File: src/rtl/lt_clr_pkg.sv
package lt_clr_pkg;
  localparam int DEF_NUM_SRC   = 6;
  localparam int DEF_SYNC_DEPTH = 2;

  typedef struct packed {
    logic en;
    logic edge_mode;
  } pol_cfg_t;
endpackage

File: src/rtl/lt_clr_sync.sv
module lt_clr_sync #(
  parameter int WIDTH  = 6,
  parameter int STAGES = 2
) (
  input  logic             clk_i,
  input  logic             rst_ni,
  input  logic [WIDTH-1:0] d_i,
  output logic [WIDTH-1:0] q_o
);
  logic [WIDTH-1:0] stg_q [STAGES];

  always_ff @(posedge clk_i or negedge rst_ni) begin
    if (!rst_ni) begin
      for (int s = 0; s < STAGES; s++) stg_q[s] <= '0;
    end else begin
      stg_q[0] <= d_i;
      for (int s = 1; s < STAGES; s++) stg_q[s] <= stg_q[s-1];
    end
  end

  assign q_o = stg_q[STAGES-1];
endmodule

File: src/rtl/lt_clr_edge.sv
module lt_clr_edge #(
  parameter int NUM_SRC = 6,
  localparam int SEL_W  = (NUM_SRC > 1) ? $clog2(NUM_SRC) : 1
) (
  input  logic               clk_i,
  input  logic               rst_ni,
  input  logic [NUM_SRC-1:0] sync_i,
  input  logic [SEL_W-1:0]   sel_i,
  output logic               lvl_hi_o,
  output logic               lvl_lo_o,
  output logic               rise_o,
  output logic               fall_o
);
  logic [SEL_W-1:0] sel_q;
  logic             prev_q;
  logic             cur;
  logic             sel_ok;
  logic             hist_ok;

  always_comb begin
    cur    = 1'b0;
    sel_ok = 1'b0;
    for (int k = 0; k < NUM_SRC; k++) begin
      if (sel_i == SEL_W'(k)) begin
        cur    = sync_i[k];
        sel_ok = 1'b1;
      end
    end
  end

  // history belongs to the old source on a select change
  assign hist_ok  = sel_ok && (sel_i == sel_q);
  assign lvl_hi_o = sel_ok && cur;
  assign lvl_lo_o = sel_ok && !cur;
  assign rise_o   = hist_ok && cur && !prev_q;
  assign fall_o   = hist_ok && !cur && prev_q;

  always_ff @(posedge clk_i or negedge rst_ni) begin
    if (!rst_ni) begin
      sel_q  <= '0;
      prev_q <= 1'b0;
    end else begin
      sel_q  <= sel_i;
      prev_q <= cur;
    end
  end
endmodule

File: src/rtl/lt_clr_arm.sv
module lt_clr_arm
  import lt_clr_pkg::*;
(
  input  logic     clk_i,
  input  logic     rst_ni,
  input  pol_cfg_t cfg_i,
  input  logic     edge_i,
  input  logic     level_i,
  input  logic     tick_i,
  input  logic     wr_i,
  output logic     req_o
);
  logic pend_q;
  logic armed;
  logic want;

  assign armed = cfg_i.en && cfg_i.edge_mode;
  assign want  = cfg_i.edge_mode ? (pend_q || edge_i) : level_i;
  assign req_o = tick_i && !wr_i && cfg_i.en && want;

  always_ff @(posedge clk_i or negedge rst_ni) begin
    if (!rst_ni)                      pend_q <= 1'b0;
    else if (wr_i || tick_i || !armed) pend_q <= 1'b0;
    else if (edge_i)                  pend_q <= 1'b1;
  end
endmodule

File: src/rtl/lt_clr_qualifier.sv
module lt_clr_qualifier
  import lt_clr_pkg::*;
#(
  parameter int NUM_SRC    = DEF_NUM_SRC,
  parameter int SYNC_DEPTH = DEF_SYNC_DEPTH,
  localparam int SEL_W     = (NUM_SRC > 1) ? $clog2(NUM_SRC) : 1
) (
  input  logic               clk_i,
  input  logic               rst_ni,
  input  logic [NUM_SRC-1:0] src_i,
  input  logic [SEL_W-1:0]   sel_i,
  input  logic               rise_en_i,
  input  logic               fall_en_i,
  input  logic               rise_edge_i,
  input  logic               fall_edge_i,
  input  logic               tick_i,
  input  logic               cnt_wr_i,
  output logic               clr_o
);
  localparam int NUM_POL = 2;

  logic [NUM_SRC-1:0] src_sync;
  logic               lvl_hi, lvl_lo, ev_rise, ev_fall;
  pol_cfg_t           cfg   [NUM_POL];
  logic [NUM_POL-1:0] ev_edge, ev_lvl, req;

  lt_clr_sync #(.WIDTH(NUM_SRC), .STAGES(SYNC_DEPTH)) u_sync (
    .clk_i (clk_i),
    .rst_ni(rst_ni),
    .d_i   (src_i),
    .q_o   (src_sync)
  );

  lt_clr_edge #(.NUM_SRC(NUM_SRC)) u_edge (
    .clk_i   (clk_i),
    .rst_ni  (rst_ni),
    .sync_i  (src_sync),
    .sel_i   (sel_i),
    .lvl_hi_o(lvl_hi),
    .lvl_lo_o(lvl_lo),
    .rise_o  (ev_rise),
    .fall_o  (ev_fall)
  );

  // channel 0: high/rising, channel 1: low/falling
  assign cfg[0]  = '{en: rise_en_i, edge_mode: rise_edge_i};
  assign cfg[1]  = '{en: fall_en_i, edge_mode: fall_edge_i};
  assign ev_edge = {ev_fall, ev_rise};
  assign ev_lvl  = {lvl_lo, lvl_hi};

  for (genvar p = 0; p < NUM_POL; p++) begin : g_pol
    lt_clr_arm u_arm (
      .clk_i  (clk_i),
      .rst_ni (rst_ni),
      .cfg_i  (cfg[p]),
      .edge_i (ev_edge[p]),
      .level_i(ev_lvl[p]),
      .tick_i (tick_i),
      .wr_i   (cnt_wr_i),
      .req_o  (req[p])
    );
  end

  assign clr_o = |req;
endmodule

File: config.mk
export PLATFORM = sky130hd
export DESIGN_NAME = lt_clr_qualifier
export DESIGN_NICKNAME = d
export VERILOG_FILES = /design/src/rtl/lt_clr_pkg.sv /design/src/rtl/lt_clr_sync.sv /design/src/rtl/lt_clr_edge.sv /design/src/rtl/lt_clr_arm.sv /design/src/rtl/lt_clr_qualifier.sv
export SDC_FILE = /design/constraint.sdc
export NUM_CORES = 1
export LEC_CHECK = 0
export ABC_AREA = 1
export BUFFER_PORTS_ARGS = -buffer_cell sky130_fd_sc_hd__buf_2
export CORE_MARGIN = 5
export CORE_UTILIZATION = 53
export DETAILED_ROUTE_END_ITERATION = 6
export PLACE_DENSITY_LB_ADDON = 0.1
export REMOVE_ABC_BUFFERS = 1
export SYNTH_ARGS = -nofsm -noshare
export SYNTH_HDL_FRONTEND = slang
export SYNTH_HIERARCHICAL = 1
export SYNTH_SLANG_ARGS = --single-unit
File: constraint.sdc
create_clock -name clk_i -period 3.4 [get_ports clk_i]
set_input_delay 1.02 -clock clk_i [delete_from_list [all_inputs] [get_ports clk_i]]
set_output_delay 1.02 -clock clk_i [all_outputs]
set_load 0.05 [all_outputs]
==> reports/summary.md <==
Max-cap violations in this run came to 0. The XOR/XNOR share of the synthesized area works out to 1.09%. The die is 49.0 um tall.

Using the TritonRoute via totals, the vias-per-cell ratio works out to 4.72. The setup check on the worst reg-to-reg path leaves a slack of 2.22 ns. For this design the top-level I/O count stands at 18. The number of input and output port buffers inserted works out to 17. In this run the most critical hold path is launched from u_sync/stg_q[10]. The pin count of the biggest net entering global routing came out at 19.

Of all flip-flops after synthesis, the portion carrying an async set or reset was 100%. The run finished with clean final reports. The worst pin sits at a relative slew slack of 74.5%. The CTS buffer count was 3; the number of nets in the final layout was 118. In this run the horizontal extent of the chip is 49.0 um. The clock tree skew after final layout is 0.00376 ns. The max-slew violation total from the final report was 0.

The detail route stage leaves a number of antenna-violating nets equal to 0. Setup violations remaining at the end of the flow were counted as 0. The minimum period implied by the final worst setup slack works out to 3.24 ns. In this run the critical register-to-register path is captured at g_pol[1].u_arm/pend_q. Counting instances, the worst hold path has a depth of 0. On the final layout, the worst hold slack is 0.353 ns.

The tools report the number of core rows as 14. The mux share of post-synthesis cell area is 0%, and the overflow left after global routing is 0. Of the post-synthesis cell area, the dominant cell type holds 56.0%. The non-filler instance count after layout was 116.

Counting flops and latches in the post-synthesis netlist gives 18. The via count of the first global-routing pass is 540, and the endpoint arrival time on the critical path is 2.22 ns. By area the synthesized netlist is led by sky130_fd_sc_hd__dfrtp_1 (56%), sky130_fd_sc_hd__nand2_1 (8.4%), sky130_fd_sc_hd__buf_4 (5.6%). Relative to the synthesized area, the layout overhead comes to 13.1%. Of the total synthesized cell area, the portion taken by AND, OR, NAND and NOR gates is 24.6%.

The tools report the level count of the clock H-tree as 1. At the pin with the least slew margin, the transition time is 0.383 ns. The worst setup path startpoint was sel_i[0].

The total global-route track usage was 11.1%; the maximum fanout encountered on the critical timing path was 7. The post-route netlist has 35.0% of its cells at a drive strength greater than 1. The run gives 0.473 nW as the static power due to leakage. For the sequential-to-total area share from yosys stat, the log shows 56.0%. Yosys mapped a number of flops with a built-in enable equal to 0. The run gives 15 as the first-iteration detailed-routing DRC count.

Following the worst setup path forward leads to its endpoint at clr_o. For this design, the sink count on the clock tree is 18. Combinational family with the most area after synthesis: simple AND/OR/NAND/NOR gates. In this run the standard cell core region covers 1470 um^2. The run gives 4 as the iteration count of the initial detailed-routing pass. During synthesis, Yosys emitted a total of 6 warnings. The worst setup path is captured at an output port. The startpoint identified for the worst register-to-register timing path is u_sync/q_o[2].

The final count of hold timing violations is 0, and the final cycle utilization of the critical path is 95.3%. The routability congestion estimate was 0.791; the maximum clock insertion buffer count was 2. The design draws 0.404 mW. The run gives 0 as the post-CTS setup repair buffer count. After detailed routing, the average wire length per cell comes to 10.6 um. The tools report the count of unique library cells instantiated by Yosys as 17. Once the floorplan was initialized, standard cells occupied 54.7% of the core. In the routed design, unresolved DRC markers number 0. sky130_fd_sc_hd__dfrtp_1 takes more of the synthesized area than any other cell. Measured in cells, the most critical reg-to-reg path has a length of 9. The share of the synthesized area in compound gates (AO/OA/AOI/OAI) was 6.69%; the final wirelength was 1.23 mm.

Clock latency on the worst-skew pair: 0.28 ns. The first global-routing pass estimated 2.12 mm of wire. The average instance in the mapped netlist occupies 9.46 um^2. By count the netlist is led by sky130_fd_sc_hd__dfrtp_1 (18), sky130_fd_sc_hd__nand2_1 (18), sky130_fd_sc_hd__inv_1 (9). TritonCTS built the clock tree. The die covers 2400 um^2. The cell area that synthesis handed to floorplanning was 805 um^2. For this design the ratio of total power to cell area is 444 nW/um^2. The number of placed instances, taps included, is 112. In the synthesized netlist, the number of instances is 85.

After legalization and detailed placement, the total HPWL measured 931 um. After clock tree synthesis, the clock-pin slew on the worst setup and hold paths is 0.10 ns. Highest achievable clock rate: 0.308 GHz. Class of the tightest hold or removal check: reg2reg.

The required time of the critical path was 2.38 ns. The final setup TNS came out at 0 ns. The number of antenna violations at the first check in global routing was 0; the maximum vdd drop was 0.000297 V. For the antenna diode count, the log shows 0. The critical path is of the in2out type. The number of vias in the routed layout is 548. The most frequently used flop master after synthesis is sky130_fd_sc_hd__dfrtp_1. The adder and majority cell fraction of the synthesized area is 0%.

Root buffer selected by CTS: sky130_fd_sc_hd__clkbuf_4. Type of origin of the critical path: an input pin.
==> worst min-delay path by stage <==
stage                    end  slack [ns]
2_1_floorplan  u_sync/q_o[0]        0.33
3_3_place_gp   u_sync/q_o[3]        0.33
3_5_place_dp   u_sync/q_o[4]        0.34
4_1_cts        u_sync/q_o[1]        0.36
5_1_grt        u_sync/q_o[1]        0.38
6_report       u_sync/q_o[4]        0.35
==> routing by layer <==
layer	track usage (%)	up-vias	wire, um
met5	0	-	0
met4	5.38	0	13
met3	3.06	2	58
met2	19.3	13	617
met1	12.3	246	540
li1	-	287	-
==> critical path: stages <==
cell and delay (ns):
sky130_fd_sc_hd__buf_2 0.14, sky130_fd_sc_hd__inv_2 0.09, sky130_fd_sc_hd__nand2_1 0.09, sky130_fd_sc_hd__nand3_2 0.08, sky130_fd_sc_hd__nand3_2 0.11, sky130_fd_sc_hd__nor2_4 0.13, sky130_fd_sc_hd__nor2_2 0.05, sky130_fd_sc_hd__o21ai_1 0.19
sky130_fd_sc_hd__a21oi_2 0.07, sky130_fd_sc_hd__inv_1 0.06, sky130_fd_sc_hd__nand2_1 0.05, sky130_fd_sc_hd__buf_6 0.15
==> through the flow <==
stage | setup WS [ns] | utilization, % | instance area [um^2]
after floorplan | 0.324 | - | 759
after global placement | 0.0847 | 58.8 | 865
after detailed placement | 0.0715 | 58.8 | 865
after CTS | 0.0638 | 61.2 | 901
after global routing | -0.0164 | 61.8 | 910
final | 0.158 | 61.8 | 910
==> flip-flops by register name, indices dropped and copies added, names as in the netlist <==
register / count
u_sync/stg_q: 6
u_edge/sel_q: 3
u_sync/q_o: 6
g_pol.u_arm/pend_q: 2
u_edge/prev_q: 1
==> power by group <==
group / switching [mW] / total (mW) / internal, mW
combinational: 0.0300 / 0.0495 / 0.0194
clock: 0.0622 / 0.127 / 0.0651
sequential: 0.00309 / 0.227 / 0.224
total: 0.0953 / 0.404 / 0.309
==> final cells by class <==
| class | count | area [um^2] |
|---|---|---|
| flip-flops and latches | 18 | 450 |
| repair buffers | 17 | 91.3 |
| fillers | 134 | 562 |
| well taps | 16 | 20.0 |
| multi-input cells | 48 | 260 |
| inverters | 13 | 51.3 |
| clock buffers | 4 | 36.3 |
==> placed cells by master, fill, tap and decap left out <==
| master | netlist | layout |
|---|---|---|
| sky130_fd_sc_hd__buf_2 | 0 | 16 |
| sky130_fd_sc_hd__nand3_2 | 3 | 3 |
| sky130_fd_sc_hd__nor2_1 | 8 | 8 |
| sky130_fd_sc_hd__a21oi_2 | 2 | 2 |
| sky130_fd_sc_hd__inv_2 | 4 | 3 |
| sky130_fd_sc_hd__nand2_1 | 18 | 18 |
| sky130_fd_sc_hd__a21oi_1 | 3 | 3 |
| sky130_fd_sc_hd__buf_6 | 0 | 1 |
| sky130_fd_sc_hd__nand2_2 | 1 | 1 |
| sky130_fd_sc_hd__nor2_2 | 2 | 2 |
| sky130_fd_sc_hd__nor2_4 | 1 | 1 |
| sky130_fd_sc_hd__xor2_1 | 1 | 1 |
| sky130_fd_sc_hd__clkbuf_8 | 0 | 1 |
| sky130_fd_sc_hd__a21boi_2 | 1 | 1 |
| sky130_fd_sc_hd__inv_1 | 9 | 9 |
| sky130_fd_sc_hd__clkbuf_4 | 0 | 3 |
| sky130_fd_sc_hd__nand3_1 | 2 | 2 |
| sky130_fd_sc_hd__dfrtp_1 | 18 | 18 |
| sky130_fd_sc_hd__inv_4 | 0 | 1 |
| sky130_fd_sc_hd__o21ai_1 | 2 | 2 |
| sky130_fd_sc_hd__nand3b_1 | 4 | 4 |
==> kinds of logic (layout without fill, tap and decap cells) <==
| family | Yosys count | in the layout |
|---|---|---|
| AOI/OAI and AO/OA | 8 | 8 |
| xor gates and xnor gates | 1 | 1 |
| buffers and inverters | 19 | 34 |
| DFF | 18 | 18 |
| and+or+nand+nor | 39 | 39 |
==> repair_timing <==
item,CTS,global route
endpoints found under the hold margin,0,0
setup endpoints to repair,0,1
gates resized for setup,0,4
hold buffers,0,0
Note: power is estimated with default switching activity, not from simulation.
